<file path="config.mk">
export PLATFORM = sky130hd
export DESIGN_NAME = sensor_i2c_target
export DESIGN_NICKNAME = d
export VERILOG_FILES = /design/src/rtl/sensor_i2c_pkg.sv /design/src/rtl/i2c_line_sync.sv /design/src/rtl/i2c_target_fsm.sv /design/src/rtl/sensor_regfile.sv /design/src/rtl/sensor_i2c_target.sv
export SDC_FILE = /design/constraint.sdc
export NUM_CORES = 1
export LEC_CHECK = 0
export ABC_AREA = 1
export BUFFER_PORTS_ARGS = -buffer_cell sky130_fd_sc_hd__buf_4
export CORE_AREA = 2 2 97 99
export DETAILED_ROUTE_END_ITERATION = 8
export DIE_AREA = 0 0 99 101
export PLACE_DENSITY = 0.61
export RECOVER_POWER = 25
export SLEW_MARGIN = 20
export SYNTH_ARGS = -nofsm -noshare
export SYNTH_HDL_FRONTEND = slang
export SYNTH_SLANG_ARGS = --single-unit
</file>
<file path="constraint.sdc">
create_clock -name clk -period 2 [get_ports clk]
set_input_delay 0.1 -clock clk [delete_from_list [all_inputs] [get_ports clk]]
set_output_delay 0.1 -clock clk [all_outputs]
set_load 0.05 [all_outputs]
</file>
<file path="src/rtl/sensor_i2c_pkg.sv">
package sensor_i2c_pkg;

    localparam logic [6:0] DEF_DEV_ADDR = 7'h08;
    localparam logic [7:0] DEF_ID_BYTE  = 8'hBC;
    localparam int         NUM_CH       = 2;
    localparam int         CH_W         = 16;
    localparam logic [7:0] REG_CTRL0    = 8'h00;
    localparam logic [7:0] REG_CTRL1    = 8'h01;
    localparam logic [7:0] REG_ID       = 8'h02;
    localparam logic [7:0] REG_CH_BASE  = 8'h03;

    typedef enum logic [2:0] {
        ST_IDLE, ST_ADDR, ST_ADDR_ACK, ST_WDATA, ST_WACK, ST_RDATA, ST_RACK
    } bus_state_e;

    typedef struct packed {
        logic start;
        logic stop;
        logic rise;
        logic fall;
        logic scl;
        logic sda;
    } line_ev_t;

    typedef struct packed {
        logic       stb;
        logic       is_ptr;
        logic [7:0] data;
    } wr_req_t;

    function automatic logic [7:0] ch_hi_addr(int idx);
        return 8'(int'(REG_CH_BASE) + 2 * idx);
    endfunction

endpackage

</file>
<file path="src/rtl/i2c_line_sync.sv">
module i2c_line_sync
    import sensor_i2c_pkg::*;
#(
    parameter int STAGES = 2
) (
    input  logic     clk,
    input  logic     rst,
    input  logic     scl_i,
    input  logic     sda_i,
    output line_ev_t ev
);
    // bit 0 takes the raw pin, bit STAGES-1 is the settled level, bit STAGES is one cycle older
    logic [STAGES:0] scl_sh;
    logic [STAGES:0] sda_sh;

    always_ff @(posedge clk) begin
        if (rst) begin
            scl_sh <= '1;
            sda_sh <= '1;
        end else begin
            scl_sh <= {scl_sh[STAGES-1:0], scl_i};
            sda_sh <= {sda_sh[STAGES-1:0], sda_i};
        end
    end

    logic scl_now, scl_old, sda_now, sda_old;
    assign scl_now = scl_sh[STAGES-1];
    assign scl_old = scl_sh[STAGES];
    assign sda_now = sda_sh[STAGES-1];
    assign sda_old = sda_sh[STAGES];

    always_comb begin
        ev.scl   = scl_now;
        ev.sda   = sda_now;
        ev.rise  = scl_now & ~scl_old;
        ev.fall  = ~scl_now & scl_old;
        ev.start = scl_now & scl_old & sda_old & ~sda_now;
        ev.stop  = scl_now & scl_old & ~sda_old & sda_now;
    end

endmodule

</file>
<file path="src/rtl/i2c_target_fsm.sv">
module i2c_target_fsm
    import sensor_i2c_pkg::*;
#(
    parameter logic [6:0] DEV_ADDR = DEF_DEV_ADDR
) (
    input  logic       clk,
    input  logic       rst,
    input  line_ev_t   ev,
    input  logic [7:0] rd_byte,
    output logic       sda_oe,
    output logic       fetch,
    output wr_req_t    wr
);
    bus_state_e state;
    logic [3:0] cnt;
    logic [7:0] shreg;
    logic       rw;
    logic       first;
    logic       nack;

    assign fetch   = ev.fall && ((state == ST_ADDR_ACK && rw) || (state == ST_RACK && !nack));
    assign wr.stb    = ev.fall && state == ST_WDATA && cnt == 4'd8;
    assign wr.is_ptr = first;
    assign wr.data   = shreg;

    always_ff @(posedge clk) begin
        if (rst) begin
            state  <= ST_IDLE;
            cnt    <= '0;
            shreg  <= '0;
            rw     <= 1'b0;
            first  <= 1'b0;
            nack   <= 1'b0;
            sda_oe <= 1'b0;
        end else if (ev.stop) begin
            state  <= ST_IDLE;
            sda_oe <= 1'b0;
        end else if (ev.start) begin
            state  <= ST_ADDR;
            cnt    <= '0;
            sda_oe <= 1'b0;
        end else begin
            unique case (state)
                ST_ADDR, ST_WDATA: begin
                    if (ev.rise) begin
                        shreg <= {shreg[6:0], ev.sda};
                        cnt   <= cnt + 4'd1;
                    end else if (ev.fall && cnt == 4'd8) begin
                        if (state == ST_WDATA) begin
                            state  <= ST_WACK;
                            sda_oe <= 1'b1;
                            first  <= 1'b0;
                        end else if (shreg[7:1] == DEV_ADDR) begin
                            state  <= ST_ADDR_ACK;
                            sda_oe <= 1'b1;
                            rw     <= shreg[0];
                            first  <= 1'b1;
                        end else begin
                            state <= ST_IDLE;
                        end
                    end
                end
                ST_ADDR_ACK, ST_WACK: begin
                    if (ev.fall) begin
                        cnt <= '0;
                        if (state == ST_ADDR_ACK && rw) begin
                            state  <= ST_RDATA;
                            shreg  <= rd_byte;
                            sda_oe <= ~rd_byte[7];
                        end else begin
                            state  <= ST_WDATA;
                            sda_oe <= 1'b0;
                        end
                    end
                end
                ST_RDATA: begin
                    if (ev.rise) begin
                        cnt <= cnt + 4'd1;
                    end else if (ev.fall) begin
                        if (cnt == 4'd8) begin
                            state  <= ST_RACK;
                            sda_oe <= 1'b0;
                        end else begin
                            shreg  <= {shreg[6:0], 1'b0};
                            sda_oe <= ~shreg[6];
                        end
                    end
                end
                ST_RACK: begin
                    if (ev.rise) begin
                        nack <= ev.sda;
                    end else if (ev.fall) begin
                        cnt <= '0;
                        if (nack) begin
                            state <= ST_IDLE;
                        end else begin
                            state  <= ST_RDATA;
                            shreg  <= rd_byte;
                            sda_oe <= ~rd_byte[7];
                        end
                    end
                end
                default: ;
            endcase
        end
    end

    // pull-down only begins while the settled clock line is low
    p_drive_scl_low_r9: assert property (@(posedge clk) disable iff (rst)
        $rose(sda_oe) |-> !ev.scl);

    // the idle target never holds the line
    p_idle_release_r1: assert property (@(posedge clk) disable iff (rst)
        state == ST_IDLE |-> !sda_oe);

    // a foreign address drops back to idle
    p_foreign_addr_r1: assert property (@(posedge clk) disable iff (rst)
        (state == ST_ADDR && ev.fall && cnt == 4'd8 && shreg[7:1] != DEV_ADDR)
        |=> state == ST_IDLE);

    // START re-enters the address phase
    p_start_addr_r2: assert property (@(posedge clk) disable iff (rst)
        (ev.start && !ev.stop) |=> state == ST_ADDR && !sda_oe);

endmodule

</file>
<file path="src/rtl/sensor_regfile.sv">
module sensor_regfile
    import sensor_i2c_pkg::*;
#(
    parameter logic [7:0] ID_BYTE = DEF_ID_BYTE
) (
    input  logic                         clk,
    input  logic                         rst,
    input  wr_req_t                      wr,
    input  logic                         fetch,
    input  logic [NUM_CH-1:0][CH_W-1:0]  ch,
    output logic [7:0]                   rd_byte,
    output logic [7:0]                   ctrl0,
    output logic [7:0]                   ctrl1
);
    localparam int LO_W = CH_W - 8;

    logic [7:0]                  ptr;
    logic [NUM_CH-1:0][LO_W-1:0] hold;

    always_comb begin
        rd_byte = 8'h00;
        if (ptr == REG_CTRL0) rd_byte = ctrl0;
        if (ptr == REG_CTRL1) rd_byte = ctrl1;
        if (ptr == REG_ID)    rd_byte = ID_BYTE;
        for (int k = 0; k < NUM_CH; k++) begin
            if (ptr == ch_hi_addr(k))         rd_byte = ch[k][CH_W-1:LO_W];
            if (ptr == ch_hi_addr(k) + 8'd1)  rd_byte = hold[k];
        end
    end

    always_ff @(posedge clk) begin
        if (rst) begin
            ptr   <= '0;
            ctrl0 <= '0;
            ctrl1 <= '0;
            hold  <= '0;
        end else begin
            if (wr.stb) begin
                if (wr.is_ptr) begin
                    ptr <= wr.data;
                end else begin
                    if (ptr == REG_CTRL0) ctrl0 <= wr.data;
                    if (ptr == REG_CTRL1) ctrl1 <= wr.data;
                    ptr <= ptr + 8'd1;
                end
            end
            if (fetch) begin
                ptr <= ptr + 8'd1;
                for (int k = 0; k < NUM_CH; k++)
                    if (ptr == ch_hi_addr(k)) hold[k] <= ch[k][LO_W-1:0];
            end
        end
    end

    // control bytes move only on a data write
    p_ctrl_hold_r4: assert property (@(posedge clk) disable iff (rst)
        !wr.stb |=> $stable(ctrl0) && $stable(ctrl1));

    // writes into the read-only region leave control bytes alone
    p_ro_guard_r5: assert property (@(posedge clk) disable iff (rst)
        (wr.stb && !wr.is_ptr && ptr > REG_CTRL1) |=> $stable(ctrl0) && $stable(ctrl1));

    // each byte sent on a read steps the pointer by one
    p_ptr_step_r8: assert property (@(posedge clk) disable iff (rst)
        fetch |=> ptr == $past(ptr) + 8'd1);

    for (genvar g = 0; g < NUM_CH; g++) begin : g_latch_chk
        // low byte captured with the high-byte read
        p_low_latch_r7: assert property (@(posedge clk) disable iff (rst)
            (fetch && ptr == ch_hi_addr(g)) |=> hold[g] == $past(ch[g][LO_W-1:0]));
    end

endmodule

</file>
<file path="src/rtl/sensor_i2c_target.sv">
module sensor_i2c_target
    import sensor_i2c_pkg::*;
#(
    parameter logic [6:0] DEV_ADDR    = DEF_DEV_ADDR,
    parameter logic [7:0] ID_BYTE     = DEF_ID_BYTE,
    parameter int         SYNC_STAGES = 2
) (
    input  logic        clk,
    input  logic        rst,
    input  logic        scl_i,
    input  logic        sda_i,
    output logic        sda_oe,
    input  logic [15:0] ch0_data,
    input  logic [15:0] ch1_data,
    output logic [7:0]  ctrl0,
    output logic [7:0]  ctrl1
);
    line_ev_t                   ev;
    wr_req_t                    wr;
    logic                       fetch;
    logic [7:0]                 rd_byte;
    logic [NUM_CH-1:0][CH_W-1:0] ch_bus;

    assign ch_bus = {ch1_data, ch0_data};

    i2c_line_sync #(.STAGES(SYNC_STAGES)) u_sync (
        .clk   (clk),
        .rst   (rst),
        .scl_i (scl_i),
        .sda_i (sda_i),
        .ev    (ev)
    );

    i2c_target_fsm #(.DEV_ADDR(DEV_ADDR)) u_fsm (
        .clk     (clk),
        .rst     (rst),
        .ev      (ev),
        .rd_byte (rd_byte),
        .sda_oe  (sda_oe),
        .fetch   (fetch),
        .wr      (wr)
    );

    sensor_regfile #(.ID_BYTE(ID_BYTE)) u_regs (
        .clk     (clk),
        .rst     (rst),
        .wr      (wr),
        .fetch   (fetch),
        .ch      (ch_bus),
        .rd_byte (rd_byte),
        .ctrl0   (ctrl0),
        .ctrl1   (ctrl1)
    );

endmodule

</file>
==> results.txt, run 1 <==
Post-synth EDFFs: 0
CTS Buf Count: 9
Worst-case vdd ir drop: 0.366 mV
Initial core utilization: 0.393
Die Span Y: 101 um
Gpl congestion: 0.948
Post-synth net total: 551
Worst Setup SP: u_regs.ptr[1]
Relative slew slack: 0.593
Fin nets: 615
Most used DFF post-synth: dfxtp_1
Crit path time final: 1.84 ns
Port bufs: 52
Tot Pwr: 3570 uW
Largest family of logic cells by synthesized area: simple AND/OR/NAND/NOR gates
Tot GR Track Use: 0.197
Via count: 3571
Die area: 10000 sq um
Peak Freq: 0.544 GHz
Pin count of the biggest net entering global routing: 40
Wire per inst: 13.8 um
Adder-Cell Fraction of Synth Area: 0.0213
Worst clock skew: 0.0164 ns
Sequential share of the synthesized area: 0.369
Synth Area per Inst: 6.93 sq um
Yosys cell types: 39
Initial antenna violation count: 0
GRT overflow: 0
Post-route cell area: 4270 sq um
Clock sinks: 65
CORE AREA: 8980 sq um
Crit-path slowest cell: dfxtp_1
CTS tree: done
CP Max Fanout: 9
Syn. warnings: 0
Worst path arrival time: 2.07 ns
Status: complete, no violations
Critical path's largest stage delay: 0.36 ns
Cells after DPL: 669
Post-Route WL: 9510 um
Final core utilization: 0.475
Pwr per Cell Area: 836 nW/um^2
Fin crit share: 0.918
Hold Slack: 0.0314 ns
Share of layout cells above drive strength 1: 0.189
Vias in the first global route: 3334
Die width: 99 um
Synth Area in Compound Gates: 0.215
DP Area: 4070 sq um
Worst skew pair latency: 0.35 ns
R2R Path Start: u_regs.ptr[1]
Drt pass-1 iters: 4
Worst EP required: 2.23 ns
First-pass GRT wire length: 15700 um
IO Count: 53
LEAKAGE: 0.00184 uW
Max clock buf depth: 2
Remaining antenna violation count: 0
Mapped Cells: 509
Simple-Gate Fraction of Synth Area: 0.299
Fin. max-slew vios: 0
H-tree levels: 3
DR DRC count: 0
Drt initial violations: 209
Vias/cell: 5.18
Setup crit start kind: flop
Xor and xnor area share after synthesis: 0.00993
Diode count: 0
Final Non-Filler Cells: 689
Crit path cell chain: inv_1, ha_1, nand2_4, nor2_2, nand2_1, nand3_1, nand2_1, nand2_1, nand2_1, nand2_1, nand2_1, nand2_1, a21oi_2
Final setup violation count: 0
Hold WC Path Type: in -> reg
Post-synthesis mux area share: 0
Clock root buffer: clkbuf_8
Hold Violations, Final: 0
Clock Pin Slew Worst Setup and Hold Paths: 0.08 ns
Number of synthesized register bits: 65
WS Path Type: reg -> reg
Worst hold start: ch0_data[7]
Synthesis-to-layout area growth: 21.0%
Max-Cap Viols: 0
Most frequent CP cell: nand2_1
Synthesized area: 3530 sq um
Row cnt: 35
Async set-reset flop share out of synthesis: 0
Hpwl dp: 6950 um
Worst slew pin tran: 0.612 ns
Worst setup EP type: flop
[where the power goes]
group          switching (uW)  internal, uW  leakage, uW
clock network             546           482    0.0000805
registers                84.5          1390     0.000527
logic                     698           363      0.00123
[synth_stat cells (3+ instances only)]
master,n,area share
inv_2,6,0.0064
buf_6,5,0.016
buf_2,3,0.0043
nor2_2,6,0.011
nand2_2,4,0.0071
o211ai_1,4,0.0085
or2_2,4,0.0071
ha_1,6,0.021
clkbuf_1,5,0.0053
nor2_4,4,0.013
nand3_1,29,0.041
nand4_1,6,0.011
xor2_1,3,0.0075
dfxtp_1,65,0.37
nor2_1,36,0.038
o21ai_1,3,0.0043
nor3_1,3,0.0043
nand2_4,3,0.0096
a21oi_1,82,0.12
inv_1,44,0.047
nand2_1,122,0.13
o21ai_0,41,0.058
[layout make-up]
| class | instances | area [sq um] |
|---|---|---|
| Clock buffer | 10 | 138 |
| Tap cell | 111 | 139 |
| Sequential cell | 65 | 1300 |
| Multi-Input combinational cell | 378 | 1960 |
| Inverter | 52 | 200 |
| Clock inverter | 6 | 43.8 |
| Timing Repair Buffer | 67 | 480 |
| Fill cell | 950 | 4710 |
[metal layers]
metal,share of wire,vias up,GRT usage
met5,0,-,0
met4,0.020,0,0.0832
met3,0.041,17,0.0319
met2,0.48,90,0.320
met1,0.46,1652,0.261
li1,-,1812,-
[flip-flops by register name, indices dropped and copies added, names as in the netlist, 3 cells and up]
signal         cells
u_fsm.cnt          4
u_fsm.shreg        8
u_fsm.state        3
u_regs.ctrl0       8
u_regs.ctrl1       8
u_regs.hold       16
u_regs.ptr         8
u_sync.scl_sh      3
u_sync.sda_sh      3
[cells by family after synthesis]
kind of cell / count (synthesis)
AO/OA/AOI/OAI: 141
XOR/XNOR: 4
adder cells (fa/ha/maj): 6
flip-flops: 65
buffers and inverters: 67
AND/OR/NAND/NOR: 226
[stage by stage]
stage	setup TNS, ns	worst slack [ns]
2_1_floorplan	0	0.329
3_3_place_gp	0	0.0965
3_5_place_dp	0	0.0933
4_1_cts	0	0.0552
5_1_grt	-0.00834	-0.00834
6_report	0	0.163
[worst paths after layout]
path	cells past startpoint	end	slack, ns
worst min register to register	1	u_sync.sda_sh[1]	0.42
worst min-delay path	3	u_regs.hold[7]	0.03
worst max-delay path	13	u_fsm.sda_oe	0.16
worst max register to register	13	u_fsm.sda_oe	0.16
[cell usage in the layout, fill, tap and decap left out, drive strengths merged, types with 6 or more instances in the layout]
cell type	n
inv	52
ha	6
nand3	29
dfxtp	65
nor2	46
clkbuf	26
o21ai	46
nand4	8
nand2	129
a21oi	83
buf	49
[critical path, delay by kind of cell (launching register included)]
family          cells  cell delay [ns]
simple gates       10             1.00
buf+inv             1             0.10
flops               1             0.36
compound gates      1             0.05
fa+ha+maj           1             0.24
[repair_timing]
action / CTS / global route
gates resized for setup: 0 / 9
hold endpoints to repair: 2 / 0
setup endpoints to repair: 0 / 29
hold buffers: 2 / 0
setup buffers: 0 / 1
No activity file was read; power rests on OpenSTA's default activity.
==> inputs of run 2 (changes only) <==
- CORE_AREA: 2 2 97 99 -> 2 2 83 117
- DIE_AREA: 0 0 99 101 -> 0 0 85 119
- PLACE_DENSITY: 0.61 -> 0.6
==> results.txt, run 2 (synthesis results as in run 1) <==
Status: complete, no violations
GRT overflow: 0
Share of layout cells above drive strength 1: 0.192
Worst slew pin tran: 0.607 ns
Max reg flops: 16
Hpwl dp: 7180 um
Clock Pin Slew Worst Setup and Hold Paths: 0.06 ns
Most frequent cells in the layout: nand2_1, a21oi_1, dfxtp_1
Tot GR Track Use: 0.198
WS Path Type: reg -> reg
H-tree levels: 3
Row cnt: 42
DR DRC count: 0
Initial core utilization: 0.384
Crit path cell chain: inv_1, nand3_1, nand2_1, a21oi_1, nand4_4, a21oi_1, a21oi_1
DP Area: 4050 sq um
Fin crit share: 0.921
Final setup violation count: 0
Worst setup margin: 0.157 ns
Setup crit start kind: flop
DP Worst Slack: 0.0364 ns
Worst skew pair latency: 0.33 ns
Worst path arrival time: 2.06 ns
Worst clock skew: 0.00770 ns
Hold Violations, Final: 0
CTS Buf Count: 9
Clock root buffer: clkbuf_16
Biggest register: u_regs.hold
Vias in the first global route: 3316
Die Span Y: 119 um
Initial antenna violation count: 0
Synthesis-to-layout area growth: 26.1%
Max clock buf depth: 2
Gpl congestion: 0.952
Most common cell after layout, fill and taps aside: nand2_1
Area of the multi-input gates: 1960 sq um
Die width: 85 um
CTS tree: done
Crit path time final: 1.84 ns
FILL cells: 918
Max-Cap Viols: 0
Remaining antenna violation count: 0
Drt initial violations: 162
Critical path's largest stage delay: 0.47 ns
Fin nets: 615
Final core utilization: 0.484
Relative slew slack: 0.597
Worst setup EP type: flop
Die area: 10100 sq um
Vias/cell: 5.11
IO Count: 53
CORE AREA: 9200 sq um
Via count: 3518
Seq. cell area: 1300 sq um
First-pass GRT wire length: 15900 um
Port bufs: 52
Drt pass-1 iters: 4
Worst EP required: 2.22 ns
Peak Freq: 0.543 GHz
Diode count: 0
LEAKAGE: 0.00193 uW
Post-Route WL: 9770 um
Post-route cell area: 4450 sq um
Fin. max-slew vios: 0
Hold WC Path Type: in -> reg
Pin count of the biggest net entering global routing: 32
CP Max Fanout: 16
Wire per inst: 14.2 um
Pwr per Cell Area: 971 nW/um^2
Clock sinks: 65
Most frequent CP cell: a21oi_1
Crit-path slowest cell: dfxtp_1
Worst-case vdd ir drop: 0.490 mV
## run 2: cell types whose count changed in the layout (fill, tap and decap cells not counted), moves of 2 or more
cell,previous run,this run
clkbuf_8,10,1
nor2_4,5,8
inv_1,44,42
clkbuf_16,0,10
clkinvlp_4,4,2
inv_2,6,8
bufinv_16,0,3
## run 2: per-stage QoR
stage / TNS, ns / hold slack (ns) / power [uW] / cells
floorplan: 0 / 0.204 / 2210 / 509
global placement: 0 / 0.287 / 2470 / 666
detailed placement: 0 / 0.288 / 2480 / 666
CTS: 0 / 0.0334 / 4350 / 684
global route: -0.0104 / 0.0465 / 4560 / 688
finish: 0 / 0.0417 / 4320 / 688
## run 2: final timing paths
kind	startpoint	end	slack, ns	depth (start not counted)
hold / removal	ch0_data[7]	u_regs.hold[7]	0.04	3
setup / recovery	u_fsm.state[2]	u_fsm.shreg[3]	0.16	7
hold reg to reg	u_sync.sda_sh[0]	u_sync.sda_sh[1]	0.41	1
setup reg to reg	u_fsm.state[2]	u_fsm.shreg[3]	0.16	7
## run 2: layer usage
metal	global-route usage	wire length, um	vias up	part of all wire
li1	-	-	1815	-
met1	0.248	4310	1610	0.44
met2	0.322	4790	73	0.49
met3	0.0395	348	20	0.036
met4	0.0942	323	0	0.033
met5	0	0	-	0
## run 2: repair_timing
action	CTS	global route
resized for setup	0	12
setup buffers	0	2
endpoints found under the hold margin	2	0
hold buffers	2	0
setup endpoints to repair	0	37
## run 2: cell type report
class                   instances  area share
flip-flops and latches         65       0.293
repair buffers                 67       0.112
multi-input cells             378       0.440
well taps                     110      0.0309
inverters                      52      0.0450
clock buffers                  10      0.0537
clock inverters                 6      0.0256
## run 2: critical path, delay by kind of cell (launching register included)
kind	cells	cell delay (ns)
flops	1	0.47
simple gates	3	0.58
buf+inv	1	0.13
compound gates	3	0.54
## run 2: report_power, final
group	total [uW]	switching [uW]	internal [uW]
combinational	978	641	338
clock	1850	598	1250
sequential	1490	90.1	1400
